<file path="src/rtl/evg_pkg.sv">
package evg_pkg;

    localparam int EVG_NUM_IN  = 4;
    localparam int EVG_TIME_W  = 40;
    localparam int EVG_CNT_W   = 4;
    localparam int EVG_DEPTH   = 8;

    typedef enum logic [1:0] {
        DV_IDLE = 2'd0,
        DV_RUN  = 2'd1,
        DV_DONE = 2'd2
    } evg_div_state_e;

    typedef struct packed {
        logic [EVG_TIME_W-1:0] tstamp;
        logic [EVG_CNT_W-1:0]  hits;
    } evg_prim_t;

    function automatic int evg_max_hits(input int cnt_w);
        return (1 << cnt_w) - 1;
    endfunction

endpackage

</file>
<file path="src/rtl/evg_fifo.sv">
module evg_fifo #(
    parameter int DATA_W = 40,
    parameter int DEPTH  = 8
) (
    input  logic              clk,
    input  logic              rst,
    input  logic              wr_valid,
    input  logic [DATA_W-1:0] wr_data,
    output logic              wr_ready,
    input  logic              rd_pop,
    output logic              rd_valid,
    output logic [DATA_W-1:0] rd_data
);
    localparam int AW = (DEPTH > 1) ? $clog2(DEPTH) : 1;
    localparam int CW = $clog2(DEPTH + 1);

    logic [DATA_W-1:0] mem [DEPTH];
    logic [AW-1:0]     wr_ptr, rd_ptr;
    logic [CW-1:0]     fill;
    logic              do_wr, do_rd;

    assign wr_ready = (fill != CW'(DEPTH));
    assign rd_valid = (fill != '0);
    assign rd_data  = mem[rd_ptr];
    assign do_wr    = wr_valid && wr_ready;
    assign do_rd    = rd_pop && rd_valid;

    always_ff @(posedge clk) begin
        if (do_wr) mem[wr_ptr] <= wr_data;
    end

    always_ff @(posedge clk) begin
        if (rst) begin
            wr_ptr <= '0;
            rd_ptr <= '0;
            fill   <= '0;
        end else begin
            if (do_wr) wr_ptr <= (wr_ptr == AW'(DEPTH - 1)) ? '0 : wr_ptr + 1'b1;
            if (do_rd) rd_ptr <= (rd_ptr == AW'(DEPTH - 1)) ? '0 : rd_ptr + 1'b1;
            case ({do_wr, do_rd})
                2'b10:   fill <= fill + 1'b1;
                2'b01:   fill <= fill - 1'b1;
                default: fill <= fill;
            endcase
        end
    end


    pop_when_empty_chk: assert property (@(posedge clk) disable iff (rst)
        rd_pop |-> rd_valid);

endmodule

</file>
<file path="src/rtl/evg_merge.sv">
module evg_merge #(
    parameter int NUM_IN = 4,
    parameter int TIME_W = 40
) (
    input  logic                          clk,
    input  logic                          rst,
    input  logic [NUM_IN-1:0]             head_valid,
    input  logic [NUM_IN-1:0][TIME_W-1:0] head_time,
    input  logic [NUM_IN-1:0]             src_idle,
    input  logic                          take,
    output logic                          hit_valid,
    output logic [TIME_W-1:0]             hit_time,
    output logic [NUM_IN-1:0]             pop
);
    localparam int IW = (NUM_IN > 1) ? $clog2(NUM_IN) : 1;

    logic              all_known;
    logic              any_head;
    logic [IW-1:0]     best_idx;
    logic [TIME_W-1:0] best_time;
    logic              best_found;

    assign all_known = &(head_valid | src_idle);
    assign any_head  = |head_valid;
    assign hit_valid = all_known && any_head;
    assign hit_time  = best_time;

    always_comb begin
        best_idx   = '0;
        best_time  = '0;
        best_found = 1'b0;
        for (int i = 0; i < NUM_IN; i++) begin
            if (head_valid[i] && (!best_found || head_time[i] < best_time)) begin
                best_idx   = IW'(i);
                best_time  = head_time[i];
                best_found = 1'b1;
            end
        end
    end

    always_comb begin
        pop = '0;
        if (hit_valid && take) pop[best_idx] = 1'b1;
    end


    pop_onehot_chk: assert property (@(posedge clk) disable iff (rst)
        $onehot0(pop));

    generate
        for (genvar g = 0; g < NUM_IN; g++) begin : g_order

            min_order_chk: assert property (@(posedge clk) disable iff (rst)
                (hit_valid && head_valid[g]) |-> (hit_time <= head_time[g]));
        end
    endgenerate

endmodule

</file>
<file path="src/rtl/evg_cluster.sv">
module evg_cluster #(
    parameter int TIME_W = 40,
    parameter int CNT_W  = 4
) (
    input  logic                    clk,
    input  logic                    rst,
    input  logic [TIME_W-1:0]       window,
    input  logic                    hit_valid,
    input  logic [TIME_W-1:0]       hit_time,
    output logic                    take,
    input  logic                    div_ready,
    output logic                    close_fire,
    output logic [TIME_W+CNT_W-1:0] close_sum,
    output logic [CNT_W-1:0]        close_cnt
);
    import evg_pkg::*;

    localparam int SUM_W    = TIME_W + CNT_W;
    localparam int MAX_HITS = evg_max_hits(CNT_W);

    logic              open_q;
    logic [TIME_W-1:0] first_q;
    logic [SUM_W-1:0]  sum_q;
    logic [CNT_W-1:0]  cnt_q;
    logic [TIME_W-1:0] age_q;

    logic [TIME_W-1:0] diff;
    logic              in_win, full, timed_out, need_close, join_hit, start_hit;

    assign diff       = hit_time - first_q;
    assign in_win     = (diff <= window);
    assign full       = (cnt_q == CNT_W'(MAX_HITS));
    assign timed_out  = (age_q >= window);
    assign need_close = full || (hit_valid && !in_win) || (!hit_valid && timed_out);
    assign close_fire = open_q && need_close && div_ready;
    assign join_hit   = open_q && !full && hit_valid && in_win;
    assign start_hit  = hit_valid && (!open_q || close_fire);
    assign take       = join_hit || start_hit;
    assign close_sum  = sum_q;
    assign close_cnt  = cnt_q;

    always_ff @(posedge clk) begin
        if (rst) begin
            open_q  <= 1'b0;
            first_q <= '0;
            sum_q   <= '0;
            cnt_q   <= '0;
            age_q   <= '0;
        end else begin
            if (start_hit) begin
                open_q  <= 1'b1;
                first_q <= hit_time;
                sum_q   <= SUM_W'(hit_time);
                cnt_q   <= CNT_W'(1);
                age_q   <= '0;
            end else begin
                if (join_hit) begin
                    sum_q <= sum_q + SUM_W'(hit_time);
                    cnt_q <= cnt_q + 1'b1;
                end
                if (close_fire) begin
                    open_q <= 1'b0;
                    cnt_q  <= '0;
                end
                if (open_q && (age_q != '1)) age_q <= age_q + 1'b1;
            end
        end
    end


    close_nonzero_chk: assert property (@(posedge clk) disable iff (rst)
        close_fire |-> (close_cnt != '0));


    count_cap_chk: assert property (@(posedge clk) disable iff (rst)
        (open_q && full) |=> !(join_hit && $past(open_q)) || (cnt_q == CNT_W'(1)));


    join_in_window_chk: assert property (@(posedge clk) disable iff (rst)
        join_hit |-> (hit_time - first_q <= window));

endmodule

</file>
<file path="src/rtl/evg_div.sv">
module evg_div #(
    parameter int TIME_W = 40,
    parameter int CNT_W  = 4
) (
    input  logic                    clk,
    input  logic                    rst,
    input  logic                    start,
    input  logic [TIME_W+CNT_W-1:0] dividend,
    input  logic [CNT_W-1:0]        divisor,
    output logic                    ready,
    output logic                    res_valid,
    output logic [TIME_W-1:0]       res_time,
    output logic [CNT_W-1:0]        res_count,
    input  logic                    res_ready
);
    import evg_pkg::*;

    localparam int SUM_W = TIME_W + CNT_W;
    localparam int SW    = $clog2(SUM_W + 1);

    evg_div_state_e   state_q;
    logic [SUM_W-1:0] dvd_q, quo_q;
    logic [CNT_W-1:0] rem_q, dsr_q;
    logic [SW-1:0]    step_q;

    logic [CNT_W:0]   rem_sh;
    logic             qbit;
    logic [CNT_W:0]   rem_nx;

    assign ready     = (state_q == DV_IDLE);
    assign res_valid = (state_q == DV_DONE);
    assign res_time  = quo_q[TIME_W-1:0];
    assign res_count = dsr_q;

    always_comb begin
        rem_sh = {rem_q, dvd_q[SUM_W-1]};
        qbit   = (rem_sh >= {1'b0, dsr_q});
        rem_nx = qbit ? (rem_sh - {1'b0, dsr_q}) : rem_sh;
    end

    always_ff @(posedge clk) begin
        if (rst) begin
            state_q <= DV_IDLE;
            dvd_q   <= '0;
            quo_q   <= '0;
            rem_q   <= '0;
            dsr_q   <= '0;
            step_q  <= '0;
        end else begin
            case (state_q)
                DV_IDLE: if (start) begin
                    dvd_q   <= dividend;
                    dsr_q   <= divisor;
                    quo_q   <= '0;
                    rem_q   <= '0;
                    step_q  <= SW'(SUM_W - 1);
                    state_q <= DV_RUN;
                end
                DV_RUN: begin
                    dvd_q <= dvd_q << 1;
                    quo_q <= {quo_q[SUM_W-2:0], qbit};
                    rem_q <= rem_nx[CNT_W-1:0];
                    if (step_q == '0) state_q <= DV_DONE;
                    else              step_q  <= step_q - 1'b1;
                end
                DV_DONE: if (res_ready) state_q <= DV_IDLE;
                default: state_q <= DV_IDLE;
            endcase
        end
    end


    mean_fits_chk: assert property (@(posedge clk) disable iff (rst)
        res_valid |-> (quo_q[SUM_W-1:TIME_W] == '0));


    hold_output_chk: assert property (@(posedge clk) disable iff (rst)
        (res_valid && !res_ready) |=> (res_valid && $stable(res_time) && $stable(res_count)));


    count_nonzero_chk: assert property (@(posedge clk) disable iff (rst)
        res_valid |-> (res_count != '0));

endmodule

</file>
<file path="src/rtl/evt_grouper.sv">
module evt_grouper
    import evg_pkg::*;
#(
    parameter int NUM_IN     = EVG_NUM_IN,
    parameter int TIME_W     = EVG_TIME_W,
    parameter int CNT_W      = EVG_CNT_W,
    parameter int FIFO_DEPTH = EVG_DEPTH
) (
    input  logic                          clk,
    input  logic                          rst,
    input  logic [TIME_W-1:0]             cfg_window,
    input  logic [NUM_IN-1:0]             in_valid,
    input  logic [NUM_IN-1:0][TIME_W-1:0] in_time,
    input  logic [NUM_IN-1:0]             in_idle,
    output logic [NUM_IN-1:0]             in_ready,
    output logic                          out_valid,
    output logic [TIME_W-1:0]             out_time,
    output logic [CNT_W-1:0]              out_count,
    input  logic                          out_ready
);
    localparam int SUM_W = TIME_W + CNT_W;

    logic [NUM_IN-1:0]             head_valid;
    logic [NUM_IN-1:0][TIME_W-1:0] head_time;
    logic [NUM_IN-1:0]             pop;
    logic                          hit_valid, take;
    logic [TIME_W-1:0]             hit_time;
    logic                          div_ready, close_fire;
    logic [SUM_W-1:0]              close_sum;
    logic [CNT_W-1:0]              close_cnt;

    generate
        for (genvar g = 0; g < NUM_IN; g++) begin : g_q
            evg_fifo #(.DATA_W(TIME_W), .DEPTH(FIFO_DEPTH)) u_fifo (
                .clk      (clk),
                .rst      (rst),
                .wr_valid (in_valid[g]),
                .wr_data  (in_time[g]),
                .wr_ready (in_ready[g]),
                .rd_pop   (pop[g]),
                .rd_valid (head_valid[g]),
                .rd_data  (head_time[g])
            );
        end
    endgenerate

    evg_merge #(.NUM_IN(NUM_IN), .TIME_W(TIME_W)) u_merge (
        .clk        (clk),
        .rst        (rst),
        .head_valid (head_valid),
        .head_time  (head_time),
        .src_idle   (in_idle),
        .take       (take),
        .hit_valid  (hit_valid),
        .hit_time   (hit_time),
        .pop        (pop)
    );

    evg_cluster #(.TIME_W(TIME_W), .CNT_W(CNT_W)) u_cluster (
        .clk        (clk),
        .rst        (rst),
        .window     (cfg_window),
        .hit_valid  (hit_valid),
        .hit_time   (hit_time),
        .take       (take),
        .div_ready  (div_ready),
        .close_fire (close_fire),
        .close_sum  (close_sum),
        .close_cnt  (close_cnt)
    );

    evg_div #(.TIME_W(TIME_W), .CNT_W(CNT_W)) u_div (
        .clk       (clk),
        .rst       (rst),
        .start     (close_fire),
        .dividend  (close_sum),
        .divisor   (close_cnt),
        .ready     (div_ready),
        .res_valid (out_valid),
        .res_time  (out_time),
        .res_count (out_count),
        .res_ready (out_ready)
    );


    full_blocks_chk: assert property (@(posedge clk) disable iff (rst)
        (&head_valid == 1'b0) || 1'b1 ? ((in_ready & ~head_valid) == (~head_valid)) : 1'b1);

endmodule

</file>
<file path="config.mk">
export PLATFORM = sky130hd
export DESIGN_NAME = evt_grouper
export DESIGN_NICKNAME = d
export VERILOG_FILES = /design/src/rtl/evg_pkg.sv /design/src/rtl/evg_fifo.sv /design/src/rtl/evg_merge.sv /design/src/rtl/evg_cluster.sv /design/src/rtl/evg_div.sv /design/src/rtl/evt_grouper.sv
export SDC_FILE = /design/constraint.sdc
export NUM_CORES = 2
export LEC_CHECK = 0
export CORE_UTILIZATION = 30
export CTS_BUF_LIST = sky130_fd_sc_hd__clkbuf_16
export CTS_CLUSTER_DIAMETER = 100
export DETAILED_ROUTE_END_ITERATION = 6
export GPL_TIMING_DRIVEN = 0
export SETUP_SLACK_MARGIN = 0.15
export SYNTH_ARGS = -nofsm -noshare
export SYNTH_HDL_FRONTEND = slang
export SYNTH_SLANG_ARGS = --single-unit
export TNS_END_PERCENT = 10
</file>
<file path="constraint.sdc">
create_clock -name clk -period 21.7 [get_ports clk]
set_input_delay 6.51 -clock clk [delete_from_list [all_inputs] [get_ports clk]]
set_output_delay 6.51 -clock clk [all_outputs]
set_load 0.01 [all_outputs]
</file>
# Yosys cells after proc, flatten, opt, wreduce, memory -nomap -nowiden
# Memories as Yosys holds them, arrays and structs flattened. A register that Yosys moved wholly into a read port is not among the register bits.
# Cells that the tools add are included.
dict set report classes {
  n_addsub 22
  bitwise_logic 1
  n_lt_le_gt_ge 8
  muxes 62
  n_eq_ne 28
  reduce_logical 59
}
# op count
set op_table {}
lappend op_table {{$mux 40} 7}
lappend op_table {{$lt 40x40->1} 3}
lappend op_table {{$pmux 44 s2} 1}
lappend op_table {{$pmux 40 s2} 1}
lappend op_table {{$mux 3} 16}
lappend op_table {{$add 44x40->44} 1}
lappend op_table {{$mux 44} 1}
lappend op_table {{$add 40x1->40 const B} 1}
lappend op_table {{$ge 40x40->1} 1}
lappend op_table {{$le 40x40->1} 1}
lappend op_table {{$ne 40x40->1 const B} 1}
lappend op_table {{$pmux 4 s2} 5}
lappend op_table {{$sub 40x40->40} 1}
lappend op_table {{$add 3x1->3 const B} 8}
lappend op_table {{$eq 3x3->1 const B} 8}
lappend op_table {{$logic_and 1x1->1} 23}
lappend op_table {{$add 4x1->4 const B} 5}
lappend op_table {{$mux 1} 18}
lappend op_table {{$ne 4x4->1 const B} 4}
lappend op_table {{$reduce_bool 4->1} 4}
lappend op_table {{$sub 4x1->4 const B} 4}
lappend op_table {{$reduce_bool 2->1} 7}
lappend op_table {{$mux 4} 3}
lappend op_table {{$mux 6} 2}
lappend op_table {{26 further kinds} 54}
dict set report totals {
  elab_cells 209
  ramBits 1280
  regBits 269
  out_inout_bits 49
  mem_count 4
}
# name words width read_ports rd_clocked_by_memory_dff write_ports line_no
set memory_table {}
lappend memory_table {{g_q[0].u_fifo.mem} 8 40 1 1 1 evg_fifo.sv:17} ;# logic [DATA_W-1:0] mem [DEPTH];
lappend memory_table {{g_q[1].u_fifo.mem} 8 40 1 1 1 evg_fifo.sv:17}
lappend memory_table {{g_q[2].u_fifo.mem} 8 40 1 1 1 evg_fifo.sv:17}
lappend memory_table {{g_q[3].u_fifo.mem} 8 40 1 1 1 evg_fifo.sv:17}

# Depth between registers and ports, before layout
dict set report logic_depth {
  depth_word 30
  ltp_mapped 72
  mapped_depth_nobuf 63
}

# Hierarchy
# From an unflattened synthesis, not the netlist that was laid out.
dict set report unflattened {
  hier_cells 4745
  area_unflattened_um2 71683.8
}
# module seq_area_each_um2 instances cells_each area_each_um2
set by_module_without_submodules {}
lappend by_module_without_submodules {{evg_fifo (g_q[0].u_fifo ...)} 9869.5 3 539 12969.9}
lappend by_module_without_submodules {{evg_fifo (g_q[3].u_fifo)} 9869.5 1 539 12973.7}
lappend by_module_without_submodules {evg_cluster 2582.5 1 1507 11623.6}
lappend by_module_without_submodules {evg_div 2001.9 1 483 4115.2}
lappend by_module_without_submodules {evg_merge 0.0 1 599 4061.4}

# Least setup slack after synthesis
# Ideal clock, no wire load.
dict set report synth_path {
  path_type {register to register}
  start {register with a tool-made name}
  end {register g_q[3].u_fifo.fill[3]}
  t_arrival_ps 15021
  path_slack_ps 6608
  path_stages_with_launch 69
  cell_sequence {dfxtp_1 clkbuf_1 buf_2 buf_1 mux4_2 mux2_2 ha_1 a21oi_1 o21ai_0 a211oi_1 or4_1 a31oi_2 o21a_1 or2_1 buf_4 buf_4 mux2i_1 ha_1 (+33 left out) xnor2_1 ha_1 nand4_1 or2_2 nor3_1 nor4bb_1 nor2_1 a211o_1 a31o_2 clkbuf_1 nor2_2 ha_1 ha_1 a21o_1 a21oi_1 xnor2_1 or3_1 a21oi_1}
}
# item line_no
set synth_lines {}
lappend synth_lines {{to (signal assigned)} evg_fifo.sv:41} ;# 2'b10: fill <= fill + 1'b1;
lappend synth_lines {{to (signal assigned)} evg_fifo.sv:42} ;# 2'b01: fill <= fill - 1'b1;
lappend synth_lines {{to (signal assigned)} evg_fifo.sv:43} ;# default: fill <= fill;
lappend synth_lines {{to (decl)} evg_fifo.sv:19} ;# logic [CW-1:0] fill;

==> key figures <==
Worst setup path
  • CP Capture Type: flip-flop
  • Setup CP Type: flip-flop to flip-flop
  • Slowest stage delay, CP: 0.79 ns
  • Critical-path maximum fanout: 10
  • Worst path arrival time: 20.93 ns
  • CP required: 22.44 ns
  • CP startpoint kind: flip-flop
  • Slowest stage cell, crit path: a2111oi_0
  • Buf+Inv Stages, Crit Path: 9
  • Top delay family on crit path: compound AO/OA/AOI/OAI gates

Final layout
  • Commonest non-fill, non-tap cells in the layout: 1280 x edfxtp_1, 320 x mux4_2, 312 x ha_1, 305 x a21oi_1, 281 x dfxtp_1
  • Final std cells w/o fill: 8346
  • NumNets Final: 5707
  • Share of post-route cells with drive strength above 1: 17.5%
  • Area Growth Syn to Fin: 19.4%
  • Commonest non-fill, non-tap cell in the layout: edfxtp_1

Timing
  • FMAX: 49.5 MHz
  • RSZ-0062 raised after global routing: false
  • Fin Clk Skew: 0.0882 ns
  • Count of final setup violators: 0
  • Slew @ Worst Pin: 1.33 ns
  • WHS: 0.417 ns
  • Max transition margin: 11.6%
  • Crit path time final: 20.19 ns
  • Period Utilization, post-route: 93.0%
  • TNS Setup: 0 ns
  • Final hold viol count: 0
  • Max-slew violation count: 0

Drt
  • Drt drc: 0
  • Post-route ant nets: 0
  • WL/cell: 22.7 um
  • DR pass1 iterations: 5
  • Wirelength, routed: 189000 um
  • Vias: 41800
  • DR iter-0 viols: 3354
  • DR vias/cell: 5.01

Power and ir drop
  • NetSw: 0.00557 W
  • Logic gate share of total power: 53.0%
  • Seq pwr share: 25.9%
  • Net Sw Frac: 41.9%
  • Power Total: 0.0133 W
  • P_leak: 28.1 nW
  • Peak VDD IR: 0.000154 V
  • Internal power: 0.00771 W
  • Power per cell area: 159 nW/um2
  • Clk network pwr share: 21.1%

Hold path
  • Class of the worst hold path: flip-flop to flip-flop

Run status
  • Result of the run: complete, no violations

Logic synthesis
  • Mapped Avg Cell Area: 15.1 um2
  • Synth cell types: 90
  • FFs w/ async S/R, synth: 0%
  • Main flop type after synthesis: edfxtp_1
  • Synth Cell Area: 69800 um2
  • FF+latch count, synth: 1561
  • Post-synth EDFFs: 1280
  • Syn Inst Count: 4620
  • Syn nets: 5150
  • Register area share after synthesis: 63.1%
  • YS warnings: 0

Place
  • GPL Wtd Cong: 0.923
  • Dpl cells: 8032
  • Port buffer count: 259
  • HPWL Detailed: 141000 um

Floorplan
  • FP Rows: 176
  • Number of placed I/O pins: 260
  • Initial Utilization: 30.3%
  • Die area: 235000 um2
  • Die width: 484 um
  • Core ar.: 231000 um2
  • Chip height: 484 um

Global routing
  • Vias in the first global route: 41600
  • Total GRT Usage: 15.9%
  • Antenna violations before repair: 58
  • GR Util met3: 4.00%
  • Pin count of the biggest net entering global routing: 25
  • Routing usage on met2: 25.0%
  • Remaining global-route overflow: 0
  • Met1 Use GR: 21.2%
  • GRT busiest layer: met2
  • First-pass GRT wire length: 277000 um

Clock tree
  • Max clock buf depth: 3
  • Cts repair resizes: 0
  • CTS H-tree lvls: 4
  • CTS tree: yes
  • Cts bufs inserted: 169
  • Clock sinks: 1561
  • Root buf cell: clkbuf_16
  • Total setup buffers inserted after CTS: 0
  • # hold bufs at CTS: 0
  • Clock transition at path regs: 0.06 ns
  • Worst-Skew Late Latency: 0.86 ns

Run
  • Max-cap check violation count: 0
-- cell usage after synthesis, types with 44 or more instances --
cell type / instances / area share, %
mux2_2: 122 / 2.0
nand2_1: 251 / 1.3
nand2b_1: 60 / 0.54
buf_1: 44 / 0.24
o21ai_0: 80 / 0.57
dfxtp_1: 281 / 8.1
a21oi_1: 305 / 2.2
ha_1: 312 / 5.6
inv_1: 223 / 1.2
nor2_1: 225 / 1.2
xor2_1: 55 / 0.69
nor3_1: 55 / 0.39
mux2i_1: 91 / 1.3
nand3_1: 91 / 0.65
xnor2_1: 71 / 0.89
edfxtp_1: 1280 / 55
a22oi_1: 68 / 0.73
mux4_2: 320 / 10
clkbuf_1: 116 / 0.62
a21o_1: 88 / 0.95
-- kinds of logic after synthesis --
group,share of synthesized area (%)
compound gates,7.48
xor+xnor,1.60
fa+ha+maj,5.79
buf+inv,2.43
flops,63.1
mux,13.6
simple gates,5.93
-- state kept, by name (all words and copies together), names as in the netlist, named ones only --
signal	cells
g_q.u_fifo.fill	16
g_q.u_fifo.mem	1280
g_q.u_fifo.rd_ptr	12
g_q.u_fifo.wr_ptr	12
u_cluster.age_q	40
u_cluster.close_cnt	4
u_cluster.close_sum	44
u_cluster.first_q	40
u_cluster.open_q	1
u_div.dvd_q	44
u_div.quo_q	40
u_div.rem_q	4
u_div.res_count	4
u_div.state_q	2
u_div.step_q	6
-- power groups by stage --
stage | combinational [W] | sequential, W | clock, W
floorplan | 0.00489 | 0.00349 | 0
global placement | 0.00678 | 0.00351 | 0
detailed placement | 0.00693 | 0.00350 | 0
CTS | 0.00697 | 0.00344 | 0.00287
global route | 0.00772 | 0.00345 | 0.00298
finish | 0.00704 | 0.00344 | 0.00281
-- final cells by class --
type                       instances  area, um2
antenna                            6       15.0
buffer                           200        860
clock buffer                     170       4250
clock inverter                   138       1210
fill                           21700     147000
inverter                         223        837
multi-input combinational       2636      24200
sequential                      1561      44100
tap                             3026       3790
timing repair buffer             386       4050
-- tightest hold or removal path: cells and delay by family (launching register included) --
kind | cells | cell delay [ns]
DFF | 1 | 0.32
AOI/OAI and AO/OA | 1 | 0.05
and+or+nand+nor | 1 | 0.06
-- stage by stage --
stage / cell area, um2 / util (%) / setup WS (ns)
global route: 83300 / 36.1 / 0.288
detailed placement: 77800 / 33.8 / 1.89
CTS: 83300 / 36.1 / 1.78
global placement: 76200 / 33.0 / 2.05
floorplan: 69800 / - / 6.61
finish: 83300 / 36.1 / 1.51
-- routing by layer --
layer / part of all wire (%) / wire length [um]
met1: 44 / 83200
met4: 3.5 / 6710
met2: 46 / 86500
met5: 0.21 / 405
met3: 6.6 / 12400
-- worst paths after layout --
path	start	endpoint	slack [ns]	depth (start not counted)
max	flip-flop	g_q[3].u_fifo.fill[3]	1.51	68
min	u_div.quo_q[24]	u_div.quo_q[25]	0.42	2
max reg2reg	flip-flop	g_q[3].u_fifo.fill[3]	1.51	68
min reg2reg	u_div.quo_q[24]	u_div.quo_q[25]	0.42	2
No activity file was read; power rests on OpenSTA's default activity.
